[src/rtl/dma_ag_pkg.sv]
package dma_ag_pkg;
  typedef enum logic [1:0] {
    SRC_FIX = 2'd0,
    SRC_INC = 2'd1,
    SRC_DEC = 2'd2,
    SRC_OFS = 2'd3
  } src_mode_e;

  // byte count of one access: 0 -> 1, 1 -> 2, else 4
  function automatic logic [2:0] size_bytes(input logic [1:0] sz);
    case (sz)
      2'd0:    size_bytes = 3'd1;
      2'd1:    size_bytes = 3'd2;
      default: size_bytes = 3'd4;
    endcase
  endfunction

  function automatic logic [1:0] size_shift(input logic [1:0] sz);
    case (sz)
      2'd0:    size_shift = 2'd0;
      2'd1:    size_shift = 2'd1;
      default: size_shift = 2'd2;
    endcase
  endfunction
endpackage

[src/rtl/dma_ag_rpt_cnt.sv]
module dma_ag_rpt_cnt
  import dma_ag_pkg::*;
#(
  parameter int RW = 16
) (
  input  logic          clk,
  input  logic          rst_n,
  input  logic          reload,
  input  logic          step,
  input  logic          rpt_en,
  input  logic [RW-1:0] rpt_bytes,
  input  logic [1:0]    acc_size,
  output logic          blk_done
);
  logic [RW-1:0] cnt_q, cnt_d, reload_val;
  logic          cnt_en, last;

  always_comb begin
    reload_val = rpt_bytes >> size_shift(acc_size);
    last       = (cnt_q <= RW'(1));
    blk_done   = step && rpt_en && !reload && last;
    cnt_en     = reload || (step && rpt_en);
    cnt_d      = cnt_q;
    if (reload || blk_done) cnt_d = reload_val;
    else if (step && rpt_en) cnt_d = cnt_q - RW'(1);
  end

  always_ff @(posedge clk or negedge rst_n) begin
    if (!rst_n)      cnt_q <= '0;
    else if (cnt_en) cnt_q <= cnt_d;
  end
endmodule

[src/rtl/dma_ag_src.sv]
module dma_ag_src
  import dma_ag_pkg::*;
#(
  parameter int AW = 32
) (
  input  logic          clk,
  input  logic          rst_n,
  input  logic          load,
  input  logic [AW-1:0] init_addr,
  input  logic          wr,
  input  logic [AW-1:0] wr_addr,
  input  logic          step,
  input  logic          restore,
  input  logic [1:0]    mode,
  input  logic [1:0]    acc_size,
  input  logic [AW-1:0] offset,
  output logic [AW-1:0] addr
);
  logic [AW-1:0] start_q, start_d, cur_q, cur_d, sz;
  logic          start_en, cur_en;

  always_comb begin
    sz       = AW'(size_bytes(acc_size));
    start_en = load || wr;
    start_d  = load ? init_addr : wr_addr;
    cur_en   = load || wr || step;
    cur_d    = cur_q;
    if (load)         cur_d = init_addr;
    else if (wr)      cur_d = wr_addr;
    else if (restore) cur_d = start_q;
    else begin
      case (src_mode_e'(mode))
        SRC_INC: cur_d = cur_q + sz;
        SRC_DEC: cur_d = cur_q - sz;
        SRC_OFS: cur_d = cur_q + offset;
        default: cur_d = cur_q;
      endcase
    end
  end

  always_ff @(posedge clk or negedge rst_n) begin
    if (!rst_n) begin
      start_q <= '0;
      cur_q   <= '0;
    end else begin
      if (start_en) start_q <= start_d;
      if (cur_en)   cur_q   <= cur_d;
    end
  end

  assign addr = cur_q;
endmodule

[src/rtl/dma_ag_dst.sv]
module dma_ag_dst
  import dma_ag_pkg::*;
#(
  parameter int AW = 32
) (
  input  logic          clk,
  input  logic          rst_n,
  input  logic          load,
  input  logic [AW-1:0] init_addr,
  input  logic          step,
  input  logic [1:0]    acc_size,
  output logic [AW-1:0] addr
);
  logic [AW-1:0] cur_q, cur_d;
  logic          cur_en;

  always_comb begin
    cur_en = load || step;
    cur_d  = load ? init_addr : cur_q + AW'(size_bytes(acc_size));
  end

  always_ff @(posedge clk or negedge rst_n) begin
    if (!rst_n)      cur_q <= '0;
    else if (cur_en) cur_q <= cur_d;
  end

  assign addr = cur_q;
endmodule

[src/rtl/dma_xy_addr_gen.sv]
module dma_xy_addr_gen #(
  parameter int AW = 32,
  parameter int RW = 16
) (
  input  logic          clk,
  input  logic          rst_n,
  input  logic          load,
  input  logic [AW-1:0] init_src,
  input  logic [AW-1:0] init_dst,
  input  logic          src_wr,
  input  logic [AW-1:0] src_wdata,
  input  logic          step,
  input  logic [1:0]    acc_size,
  input  logic [1:0]    src_mode,
  input  logic [AW-1:0] offset,
  input  logic          rpt_en,
  input  logic [RW-1:0] rpt_bytes,
  input  logic          rpt_ie,
  input  logic          irq_clr,
  output logic [AW-1:0] src_addr,
  output logic [AW-1:0] dst_addr,
  output logic          rpt_end,
  output logic          irq
);
  logic eff_step, src_step, blk_done, cnt_reload;
  logic rpt_end_q, irq_q, irq_d, irq_en;

  always_comb begin
    cnt_reload = load || src_wr;
    eff_step   = step && !load;
    src_step   = step && !load && !src_wr;
  end

  dma_ag_rpt_cnt #(.RW(RW)) i_cnt (
    .clk(clk), .rst_n(rst_n), .reload(cnt_reload), .step(step),
    .rpt_en(rpt_en), .rpt_bytes(rpt_bytes), .acc_size(acc_size),
    .blk_done(blk_done)
  );

  dma_ag_src #(.AW(AW)) i_src (
    .clk(clk), .rst_n(rst_n), .load(load), .init_addr(init_src),
    .wr(src_wr), .wr_addr(src_wdata), .step(src_step), .restore(blk_done),
    .mode(src_mode), .acc_size(acc_size), .offset(offset), .addr(src_addr)
  );

  dma_ag_dst #(.AW(AW)) i_dst (
    .clk(clk), .rst_n(rst_n), .load(load), .init_addr(init_dst),
    .step(eff_step), .acc_size(acc_size), .addr(dst_addr)
  );

  always_comb begin
    irq_en = irq_clr || (blk_done && rpt_ie);
    irq_d  = blk_done && rpt_ie;
  end

  always_ff @(posedge clk or negedge rst_n) begin
    if (!rst_n) begin
      rpt_end_q <= 1'b0;
      irq_q     <= 1'b0;
    end else begin
      rpt_end_q <= blk_done;
      if (irq_en) irq_q <= irq_d;
    end
  end

  assign rpt_end = rpt_end_q;
  assign irq     = irq_q;
endmodule

[config.mk]
export PLATFORM = sky130hd
export DESIGN_NAME = dma_xy_addr_gen
export DESIGN_NICKNAME = d
export VERILOG_FILES = /design/src/rtl/dma_ag_pkg.sv /design/src/rtl/dma_ag_rpt_cnt.sv /design/src/rtl/dma_ag_src.sv /design/src/rtl/dma_ag_dst.sv /design/src/rtl/dma_xy_addr_gen.sv
export SDC_FILE = /design/constraint.sdc
export NUM_CORES = 1
export LEC_CHECK = 0
export BUFFER_PORTS_ARGS = -buffer_cell sky130_fd_sc_hd__buf_2
export CAP_MARGIN = 25
export CELL_PAD_IN_SITES_DETAIL_PLACEMENT = 1
export CELL_PAD_IN_SITES_GLOBAL_PLACEMENT = 2
export CORE_ASPECT_RATIO = 0.6
export CORE_MARGIN = 3
export CORE_UTILIZATION = 34
export DETAILED_ROUTE_END_ITERATION = 6
export PLACE_DENSITY_LB_ADDON = 0.2
export SLEW_MARGIN = 20
export SYNTH_ARGS = -nofsm -noshare
export SYNTH_HDL_FRONTEND = slang
export SYNTH_HIERARCHICAL = 1
export SYNTH_SLANG_ARGS = --single-unit
[constraint.sdc]
create_clock -name clk -period 7.7 [get_ports clk]
set_input_delay 1.155 -clock clk [delete_from_list [all_inputs] [get_ports clk]]
set_output_delay 1.155 -clock clk [all_outputs]
set_load 0.01 [all_outputs]
# ---- Yosys cells after proc, flatten, opt, wreduce, memory -nomap -nowiden
# Index checks and enable logic that the tools add are counted.
dict set report classes {
  add_sub_neg 5
  order_cmp 1
  n_eq_ne 4
  shift 1
  n_mux 10
  n_reduce_logical 20
}
# op n
set ops {}
lappend ops {{32-bit 2-to-1 mux} 5}
lappend ops {{32-bit one-hot mux with 3 select lines} 1}
lappend ops {{32-bit by 3-bit adder with 32-bit output} 2}
lappend ops {{32-bit adder} 1}
lappend ops {{16-bit 2-to-1 mux} 2}
lappend ops {{32-bit by 3-bit subtractor with 32-bit output} 1}
lappend ops {{16-bit by 1-bit <= comparator with 1-bit output, second input constant} 1}
lappend ops {{16-bit by 2-bit right shift with 16-bit output} 1}
lappend ops {{16-bit by 1-bit subtractor with 16-bit output, second input constant} 1}
lappend ops {{1-bit logical AND} 6}
lappend ops {{1-bit logical OR} 6}
lappend ops {{3-bit one-hot mux with 2 select lines} 1}
lappend ops {{6-bit nonzero test} 1}
lappend ops {{2-bit by 1-bit equality test with 1-bit output, second input constant} 2}
lappend ops {{2-bit equality test, second input constant} 2}
lappend ops {{2-bit one-hot mux with 2 select lines} 1}
lappend ops {{2-bit AND reduction} 2}
lappend ops {{1-bit logical NOT} 3}
lappend ops {{2-bit logical NOT} 1}
lappend ops {{2-bit nonzero test} 1}
dict set report totals {
  ff_bits 114
  in_bits 156
  output_inout_bits 66
  word_cells 47
}

# ---- Depth between registers and ports, before layout
# Gate-level depths: netlist of the first run.
dict set report depth {
  word_depth 7
  depth_mapped 17
  mapped_depth_nobuf 16
}

# ---- By module
# The synthesis of the first run kept the hierarchy.
# module n_inst cells_each area_per_inst_um2 seq_area_each_um2
set modules_own_cells {}
lappend modules_own_cells {dma_ag_src 1 675 5313.8 1601.5}
lappend modules_own_cells {dma_ag_dst 1 237 2085.8 800.8}
lappend modules_own_cells {dma_ag_rpt_cnt 1 175 1396.3 400.4}
lappend modules_own_cells {dma_xy_addr_gen 1 9 85.1 50.0}

# ---- Least setup slack after synthesis of the first run
# OpenSTA, ideal clock, no wires.
dict set report synth_timing {
  kind {input -> register}
  from {in src_mode[0]}
  to {reg i_src.cur_q[31], in the netlist i_src/addr[31]}
  setup_ns 0.126
  arrival_time_ns 4.422
  setup_slack_ns 3.151
  cell_stages 16
  path_buffers 3
  path_cell_list {ha_1 -> clkbuf_1 -> o21ai_0 -> clkbuf_1 -> clkbuf_1 -> nand2_1 -> ha_1 -> a21o_1 -> a21o_1 -> a21oi_1 -> nor2_1 -> or4bb_1 -> o221ai_2 -> xor2_1 -> nor4_1 -> a311o_1}
}
dict set report synth_between {
  elab_chain_len 5
}
# item line_no
set synth_rtl {}
lappend synth_rtl {{start: declaration} dma_xy_addr_gen.sv:14} ;# input logic [1:0] src_mode,
lappend synth_rtl {{2-bit equality test or 2-bit by 1-bit equality test with 1-bit output (tied branches)} dma_ag_src.sv:32} ;# case (src_mode_e'(mode))
lappend synth_rtl {{32-bit one-hot mux with 3 select lines} dma_ag_src.sv:32}
lappend synth_rtl {{32-bit 2-to-1 mux} dma_ag_src.sv:30} ;# else if (restore) cur_d = start_q;
lappend synth_rtl {{32-bit 2-to-1 mux} dma_ag_src.sv:29} ;# else if (wr) cur_d = wr_addr;
lappend synth_rtl {{32-bit 2-to-1 mux} dma_ag_src.sv:28} ;# if (load) cur_d = init_addr;
lappend synth_rtl {{end signal: assignment} dma_ag_src.sv:47} ;# if (cur_en) cur_q <= cur_d;
lappend synth_rtl {{end: declaration} dma_ag_src.sv:19} ;# logic [AW-1:0] start_q, start_d, cur_q, cur_d, sz;
# Several ways; a longest one is shown, not always the timed one.
# A chain may end at the register's enable or synchronous reset.

# ---- Worst setup path in the final report of the first run
# Ends and elaborated chain as after synthesis.

==> results_dict.tcl, run 1 <==
set metrics [dict create \
    status "finished clean" \
    whs_path_depth 1 \
    synthesis.instances 1096 \
    dp_slack_ns 2.47 \
    synth_compound_area_share_pct 26.0 \
    cp_slowest_stage_delay_ns 0.66 \
    syn_area_per_cell_um2 8.10 \
    die_x_um 215 \
    ctsResizeCount 0 \
    rows 45 \
    synth_top_family_by_area "compound AO/OA/AOI/OAI gates" \
    synth.distinct_cells 84 \
    relSlewSlack_pct 33.1 \
    dieArea_um2 28200 \
    max-cap-violations 0 \
    synth_xor_area_share_pct 3.55 \
    vdd_drop_max_mv 0.0974 \
    crit_path_max_fanout 36 \
    crit_buf_inv 3 \
    drv_slew 0 \
    clk_latency_ns 0.43 \
    grt_max_degree 77 \
    regToRegSetupSlack_ns 3.45 \
    fin_nets 1480 \
    viasPerCell 5.60 \
    synth.top_cell.area_share_pct 32.1 \
    max_clock_freq_mhz 209 \
    yosysWarnings 6 \
    dp_hpwl_um 25700 \
    hold_viol 0 \
    io_pins 222 \
    rsz0062_at_grt "false" \
    synth_ff_type "dfrtp_1" \
    cts_max_level 4 \
    synth_area_um2 8880 \
    critical_path.slowest_cell "o21ai_2" \
    setup_tns_ns 0 \
    drive_gt1_share_pct 22.5 \
    hp-start "i_src/start_q[28]" \
    crit_family "compound AO/OA/AOI/OAI gates" \
    muxShareOfSynthArea_pct 4.64 \
    cts_made_buffers 17 \
    worstHoldPathType "reg -> reg" \
    synth.ff_latch_count 114 \
    r2r-end "i_src/addr[20]" \
    arrival_ns 5.11 \
    cts_hold_buf 0 \
    synth_fa_ha_area_share_pct 5.95 \
    critPathCaptureType "flop" \
    leakagePower_nw 4.87 \
    r2r-start "i_cnt/cnt_q[4]" \
    drt-initial-drc-count 588 \
    fin_crit_ns 4.79 \
    clk_path_buf_depth 2 \
    antenna_found_initial 2 \
    area_growth_pct 21.6 \
    final-setup-viol-count 0 \
    synth_top_area_cell "dfrtp_1" \
    root_buffer "clkbuf_16" \
    port_buffers 221 \
    grt_pass1_vias 9333 \
    n_fill_cell 3123 \
    synth_edf_count 0 \
    wirelength_um 34000 \
    start_util_pct 34.8 \
    postCtsSetupBuffers 0 \
    crit_type "in -> reg" \
    path_cells "buf_2 -> ha_1 -> buf_4 -> o21ai_2 -> buf_4 -> nand2_1 -> ha_1 -> a21o_1 -> a21o_1 -> a21oi_1 -> nor2_1 -> or4bb_1 -> o221ai_2 -> xor2_1 -> nor4_1 -> a311o_1" \
    drc 0 \
    overflow 0 \
    synth_nets 1293 \
    numClockSinks 114 \
    fin_crit_sh_pct 62.2 \
    yosys-top-cells-area "dfrtp_1 32%, nand2_1 7.6%, ha_1 5.5%, o21ai_0 4.7%, a21oi_1 4.6%" \
    most-common-layout-cells "219 x buf_2, 180 x nand2_1, 114 x dfrtp_1" \
    startpoint_type "primary input" \
    grt_first_pass_wirelength_um 54400 \
    first_pass_iters 5 \
    worstPathRequired_ns 8.02 \
    ys_seq_area_share_pct 32.1 \
    grt_usage_pct 24.3 \
    coreArea_um2 25500 \
    layout_commonest_cell "buf_2" \
    skew_ns 0.00819 \
    gp_congestion 0.873 \
    vias 9232 \
    cts.clk_slew.worst_paths_ns 0.06 \
    cts_tree "built" \
    reg2reg_depth 12 \
    async_reset_ff_share_pct 100 \
    min_to "i_src/start_q[28]" \
    synthSimpleGateAreaFrac_pct 23.3 \
    tightest_slew_ns 0.998 \
    ant_nets 0 \
    die_h_um 131 \
    wire_per_inst_um 20.6 \
    final.setup.worst_slack_ns 2.91 \
    p_per_area_nw_per_um2 200 \
]
[through the flow]
step	hold WS [ns]	instance area, µm²	std cells	power (mW)	utilization, %
after floorplan	0.444	8880	1096	1.14	-
after global placement	0.457	10200	1614	1.37	40.0
after detailed placement	0.462	10200	1614	1.39	40.0
after CTS	0.485	10800	1645	2.18	42.2
after global routing	0.521	10800	1648	2.30	42.3
final	0.486	10800	1648	2.16	42.3
[how the worst max path moves through the flow]
stage	from	endpoint	slack (ns)	depth (start not counted)
2_1_floorplan	src_mode[0]	i_src/addr[31]	3.15	16
3_3_place_gp	src_mode[0]	i_src/addr[31]	2.60	16
3_5_place_dp	src_mode[0]	i_src/addr[31]	2.47	16
4_1_cts	src_mode[0]	i_src/addr[31]	2.91	16
5_1_grt	src_mode[0]	i_src/addr[31]	2.61	16
6_report	src_mode[0]	i_src/addr[31]	2.91	16
[layout make-up]
type                    instances  area (µm²)  area share (%)
clock buffers                  26         509            4.72
flip-flops and latches        114        2850            26.4
diodes                          1        2.50          0.0232
well taps                     352         440            4.08
clock inverters                 5        50.0           0.464
repair buffers                232        1200            11.1
multi-input cells             895        5650            52.3
inverters                      23        86.3           0.800
[registers in the layout, summed over array words and instances, names as in the netlist]
signal / cells
rpt_end: 1
irq: 1
i_dst/addr: 32
i_src/start_q: 32
i_cnt/cnt_q: 16
i_src/addr: 32
[worst register-to-register path, delay by kind of cell, from the launching register on]
kind,cells,cell delay (ns)
and+or+nand+nor,9,2.82
DFF,1,0.44
AOI/OAI and AO/OA,1,0.16
buffers and inverters,2,0.75
[power breakdown]
| group | internal [mW] | switching (mW) | leakage, nW |
|---|---|---|---|
| logic | 0.260 | 0.382 | 3.25 |
| registers | 0.665 | 0.0778 | 1.35 |
| clock network | 0.482 | 0.295 | 0.280 |
[metal layers]
layer	up-vias	global-route usage, %	share of wire (%)
met5	-	0	0.021
met4	2	4.32	0.69
met3	16	5.73	4.7
met2	212	34.3	42
met1	4575	37.4	53
li1	4427	-	-
[cells in the mapped netlist (all sizes together) (7+ instances only)]
library cell	instances
inv	22
buf	17
nor2b	9
nand2b	7
o21a	13
a22oi	10
a21o	21
o31ai	20
mux2i	40
dfrtp	114
nand3	30
ha	39
a211oi	17
o21ai	87
a21oi	82
nor4	10
and4	9
or4	12
clkbuf	47
xor2	16
a31oi	19
nand2	180
nor3	19
xnor2	20
nor2	90
o211ai	25
nand4	12
and2	7
or3	12
[cell families (layout without fill, tap and decap cells)]
kind of cell | Yosys count | count (layout)
other | 0 | 1
adders and majority gates | 41 | 41
AOI/OAI and AO/OA | 354 | 354
xor gates and xnor gates | 36 | 36
buffers and inverters | 87 | 286
muxes | 41 | 41
and+or+nand+nor | 423 | 423
DFF | 114 | 114
(Power assumes the default switching activity.)
==> inputs of run 2 (changes only) <==
--- a/config.mk
+++ b/config.mk
@@ -11,7 +11,7 @@
 export CELL_PAD_IN_SITES_GLOBAL_PLACEMENT = 2
 export CORE_ASPECT_RATIO = 0.6
 export CORE_MARGIN = 3
-export CORE_UTILIZATION = 34
+export CORE_UTILIZATION = 31
 export DETAILED_ROUTE_END_ITERATION = 6
 export PLACE_DENSITY_LB_ADDON = 0.2
 export SLEW_MARGIN = 20
==> constraint.sdc (replaced) <==
create_clock -name clk -period 4.7 [get_ports clk]
set_input_delay 0.705 -clock clk [delete_from_list [all_inputs] [get_ports clk]]
set_output_delay 0.705 -clock clk [all_outputs]
set_load 0.01 [all_outputs]
==> run 2 against run 1 <==
Net effect:
- largest cell class unchanged
- power up 70%
- combinational power up 65%
- via count down 0.51%
- highest routed layer unchanged
- clock skew about the same
- setup slack worse by 2.1 ns
- clock-buffer cell count down 5
- first-iteration DRC count down 16%
==> results_dict.tcl, run 2 (synthesis results as in run 1) <==
set metrics [dict create \
    rows 47 \
    worstHoldPathType "in -> async" \
    clk_latency_ns 0.43 \
    final-setup-viol-count 0 \
    dp_cells 1637 \
    n_fill_cell 3416 \
    hold_viol 0 \
    crit_type "in -> reg" \
    holdWs_ns 0.351 \
    arrival_ns 4.20 \
    cts_made_buffers 17 \
    dp_hpwl_um 27000 \
    p_per_area_nw_per_um2 337 \
    layout_commonest_cell "buf_2" \
    skew_ns 0.00811 \
    viasPerCell 5.50 \
    drc 0 \
    most-common-layout-cells "220 x buf_2, 180 x nand2_1, 114 x dfrtp_1" \
    die_x_um 225 \
    critical_path.slowest_cell "a211oi_1" \
    cp_slowest_stage_delay_ns 0.41 \
    drt-initial-drc-count 495 \
    worstPathRequired_ns 5.05 \
    regToRegSetupSlack_ns 1.21 \
    coreArea_um2 27900 \
    cts_tree "built" \
    cts_max_level 4 \
    start_util_pct 31.9 \
    grt_usage_pct 22.8 \
    area_growth_pct 23.2 \
    ctsResizeCount 0 \
    crit_buf_inv 3 \
    antenna_found_initial 3 \
    vias 9185 \
    io_pins 222 \
    leakagePower_nw 4.93 \
    startpoint_type "primary input" \
    dieArea_um2 30800 \
    root_buffer "clkbuf_16" \
    postCtsSetupBuffers 0 \
    tightest_slew_ns 0.996 \
    critPathCaptureType "flop" \
    wirelength_um 35200 \
    crit_family "compound AO/OA/AOI/OAI gates" \
    path_cells "buf_2 -> ha_2 -> buf_4 -> nand2_1 -> o31ai_1 -> ha_1 -> inv_1 -> fa_1 -> nand2b_1 -> a21o_1 -> a21o_1 -> a211oi_1 -> o31ai_1 -> o21ai_0 -> xor2_1 -> a21oi_1 -> o21ai_0" \
    die_h_um 137 \
    fin_crit_ns 3.85 \
    crit_path_max_fanout 14 \
    fin_crit_sh_pct 82.0 \
    status "finished clean" \
    port_buffers 221 \
    first_pass_iters 4 \
    vdd_drop_max_mv 0.220 \
    final_util_pct 39.2 \
    numClockSinks 114 \
    grt_first_pass_wirelength_um 54300 \
    fin_nets 1487 \
    relSlewSlack_pct 33.6 \
    ant_nets 0 \
    setup_tns_ns 0 \
    final_cells 1670 \
    drive_gt1_share_pct 23.2 \
    drv_slew 0 \
    cts_hold_buf 0 \
    rsz0062_at_grt "false" \
    clk_path_buf_depth 2 \
    dp_slack_ns 0.482 \
    grt_max_degree 69 \
    final.setup.worst_slack_ns 0.848 \
    wire_per_inst_um 21.1 \
    gp_congestion 0.856 \
    overflow 0 \
    max-cap-violations 0 \
    max_clock_freq_mhz 260 \
    cts.clk_slew.worst_paths_ns 0.06 \
    grt_pass1_vias 9076 \
]
-- run 2: changes by cell type in the layout (fill, tap and decap cells not counted), moves of 2 or more --
cell	previous run	this run
clkbuf_1	4	2
bufinv_16	1	4
clkinvlp_4	0	3
clkbuf_8	5	2
buf_4	11	17
-- run 2: layer usage --
layer	up-vias	GRT usage, %	part of all wire (%)
met5	-	0	0.077
met4	4	4.69	0.90
met3	27	4.18	3.8
met2	162	32.1	41
met1	4561	35.6	54
li1	4431	-	-
-- run 2: final timing paths --
check                                       start                end  cells after the start
worst max-delay path                  src_mode[1]     i_src/addr[22]                     17
min in group clk                          irq_clr                irq                      2
worst min-delay path                        rst_n     i_dst/addr[12]                      1
max in group asynchronous                   rst_n    i_cnt/cnt_q[10]                      2
worst max register to register     i_cnt/cnt_q[4]     i_src/addr[20]                     11
worst min register to register  i_src/start_q[28]  i_src/start_q[28]                      1
-- run 2: cell type report --
type	instances	area (µm²)	area share, %
sequential	114	2850	26.1
tap	367	459	4.20
multi-input combinational	895	5650	51.7
inverter	23	86.3	0.789
clock inverter	10	158	1.44
antenna	1	2.50	0.0229
clock buffer	21	460	4.21
timing repair buffer	239	1270	11.6
-- run 2: power breakdown --
| group | total [mW] | leakage (nW) | switching, mW | internal [mW] |
|---|---|---|---|---|
| Clock | 1.40 | 0.295 | 0.496 | 0.908 |
| Combinational | 1.06 | 3.29 | 0.632 | 0.431 |
| Sequential | 1.22 | 1.35 | 0.126 | 1.09 |
| Total | 3.68 | 4.93 | 1.25 | 2.43 |
-- run 2: stage by stage --
step	power [mW]	instance area, µm²
after floorplan	1.87	8880
after global placement	2.27	10300
final	3.68	10900
after global routing	3.90	10900
after detailed placement	2.29	10300
after CTS	3.72	10900
==> inputs of run 3 (changes only) <==
--- a/config.mk
+++ b/config.mk
@@ -5,13 +5,14 @@
 export SDC_FILE = /design/constraint.sdc
 export NUM_CORES = 1
 export LEC_CHECK = 0
+export ABC_AREA = 1
 export BUFFER_PORTS_ARGS = -buffer_cell sky130_fd_sc_hd__buf_2
 export CAP_MARGIN = 25
 export CELL_PAD_IN_SITES_DETAIL_PLACEMENT = 1
 export CELL_PAD_IN_SITES_GLOBAL_PLACEMENT = 2
 export CORE_ASPECT_RATIO = 0.6
 export CORE_MARGIN = 3
-export CORE_UTILIZATION = 31
+export CORE_UTILIZATION = 26
 export DETAILED_ROUTE_END_ITERATION = 6
 export PLACE_DENSITY_LB_ADDON = 0.2
 export SLEW_MARGIN = 20
==> constraint.sdc (replaced) <==
create_clock -name clk -period 3.25 [get_ports clk]
set_input_delay 0.4875 -clock clk [delete_from_list [all_inputs] [get_ports clk]]
set_output_delay 0.4875 -clock clk [all_outputs]
set_load 0.01 [all_outputs]
==> run 3 against run 2 <==
Net effect:
- global-route usage shrank 2.1 points
- flip-flop and latch count is the same
- setup slack lost 0.39 ns
- clock skew grew 0.015 ns
- synthesized cell count grew 46%
- clock power grew 51%
- wire length grew 20%
- power grew 62%
- clock-buffer cell count is the same
==> results_dict.tcl, run 3 <==
set metrics [dict create \
    first_pass_iters 5 \
    root_buffer "clkbuf_16" \
    leakagePower_nw 6.79 \
    max-cap-violations 0 \
    io_pins 222 \
    worstHoldPathType "in -> async" \
    wire_per_inst_um 18.1 \
    critical_path.slowest_cell "ha_1" \
    port_buffers 221 \
    holdWs_ns 0.0655 \
    synth_area_um2 10000 \
    synth_ff_type "dfrtp_1" \
    relSlewSlack_pct 52.2 \
    synthesis.instances 1604 \
    async_reset_ff_share_pct 100 \
    antenna_found_initial 1 \
    ys_seq_area_share_pct 28.5 \
    ctsResizeCount 0 \
    vias 11100 \
    synth_nets 1801 \
    grt_first_pass_wirelength_um 65400 \
    fin_nets 2032 \
    cts.clk_slew.worst_paths_ns 0.06 \
    cts_hold_buf 0 \
    syn_area_per_cell_um2 6.24 \
    gp_congestion 0.860 \
    synth.top_cell.area_share_pct 28.5 \
    die_x_um 259 \
    die_h_um 158 \
    yosys-top-cells-area "dfrtp_1 28%, nand2_1 22%, inv_1 7.8%, nor2_1 6.8%, ha_1 4.9%" \
    crit_family "simple AND/OR/NAND/NOR gates" \
    vdd_drop_max_mv 0.285 \
    drive_gt1_share_pct 20.5 \
    synth.distinct_cells 44 \
    ant_nets 0 \
    setup_tns_ns 0 \
    cp_slowest_stage_delay_ns 0.34 \
    dieArea_um2 41000 \
    skew_ns 0.0227 \
    synth_edf_count 0 \
    placed_area_um2 11800 \
    wirelength_um 42400 \
    dp_hpwl_um 33800 \
    n_antenna_cell 0 \
    coreArea_um2 37200 \
    tightest_slew_ns 0.717 \
    grt_max_degree 50 \
    numClockSinks 114 \
    most-common-layout-cells "591 x nand2_1, 220 x buf_2, 207 x inv_1" \
    rsz0062_at_grt "false" \
    n_fill_cell 4835 \
    start_util_pct 26.9 \
    rows 54 \
    design_area_um2 12500 \
    grt_pass1_vias 11000 \
    drc 0 \
    max_clock_freq_mhz 358 \
    path_cells "buf_2 -> inv_1 -> ha_1 -> nor2_1 -> nor2_1 -> inv_2 -> buf_12 -> nand2_1 -> ha_1 -> nand2_1 -> inv_1 -> nand2_1 -> inv_1 -> a21oi_2 -> nand2_1 -> nand2_1 -> nand2_1 -> nand2_1 -> nand3_1 -> nand2_1 -> a21oi_2" \
    cts_max_level 4 \
    p_per_area_nw_per_um2 479 \
    postCtsSetupBuffers 0 \
    cts_made_buffers 17 \
    crit_buf_inv 6 \
    status "finished clean" \
    crit_path_max_fanout 28 \
    area_growth_pct 24.6 \
    synth_top_area_cell "dfrtp_1" \
    cts_tree "built" \
    overflow 0 \
    fin_crit_ns 2.80 \
    drv_slew 0 \
    final-setup-viol-count 0 \
    critPathCaptureType "flop" \
    yosysWarnings 6 \
    viasPerCell 4.72 \
    startpoint_type "primary input" \
    yosysMostFrequentCell "nand2_1" \
    hold_viol 0 \
    drt-initial-drc-count 544 \
    synth.ff_latch_count 114 \
    grt_usage_pct 20.6 \
    layout_commonest_cell "nand2_1" \
    fin_crit_sh_pct 86.0 \
    clk_latency_ns 0.45 \
    worstPathRequired_ns 3.56 \
    yosys-top-cells-count "591 x nand2_1, 208 x inv_1, 182 x nor2_1" \
    arrival_ns 3.11 \
    crit_type "in -> reg" \
    cpMostUsedCell "nand2_1" \
    clk_path_buf_depth 2 \
]
[run 3: logic make-up after synthesis]
family          after synthesis  synth area share (%)
buf+inv                     263                  10.4
flops                       114                  28.5
compound gates              222                  13.6
fa+ha+maj                    41                  5.27
xor+xnor                     24                  2.10
simple gates                940                  40.1
[run 3: where the power goes]
| group | leakage, nW | switching [mW] | internal (mW) |
|---|---|---|---|
| sequential | 1.37 | 0.223 | 1.59 |
| combinational | 5.12 | 1.30 | 0.738 |
| clock | 0.301 | 0.782 | 1.34 |
| total | 6.79 | 2.30 | 3.67 |
[run 3: layout make-up]
cell class                      count  area (µm²)  area share, %
Clock buffer                       21         470           3.77
Multi-Input combinational cell   1227        6120           49.1
Sequential cell                   114        2850           22.9
Inverter                          216         811           6.50
Tap cell                          504         631           5.06
Clock inverter                      9         154           1.23
Timing Repair Buffer              259        1430           11.5
[run 3: metrics by stage]
stage	worst slack [ns]	total power [mW]	cells	util, %
after global routing	0.206	6.38	2350	33.6
final	0.454	5.97	2350	33.6
after global placement	0.0883	3.85	2320	31.9
after floorplan	0.515	3.03	1604	-
after CTS	0.501	6.05	2350	33.6
after detailed placement	0.0424	3.88	2320	31.9
[run 3: metal layers]
layer	global-route usage [%]	part of all wire, %	up-vias
met5	0	0.031	-
met4	2.91	0.46	2
met3	2.93	3.7	18
met2	29.1	40	184
met1	33.1	56	5350
li1	-	-	5527
[run 3: final timing paths]
path / from / end / slack, ns / cells past startpoint
hold / removal: rst_n / i_cnt/cnt_q[10] / 0.07 / 1
setup reg to reg: i_cnt/cnt_q[0] / i_src/addr[24] / 0.64 / 13
max in group asynchronous: rst_n / i_src/start_q[16] / 2.48 / 2
min in group clk: rpt_ie / irq / 0.26 / 3
setup / recovery: src_mode[0] / i_src/addr[22] / 0.45 / 21
hold reg to reg: irq / irq / 0.48 / 2
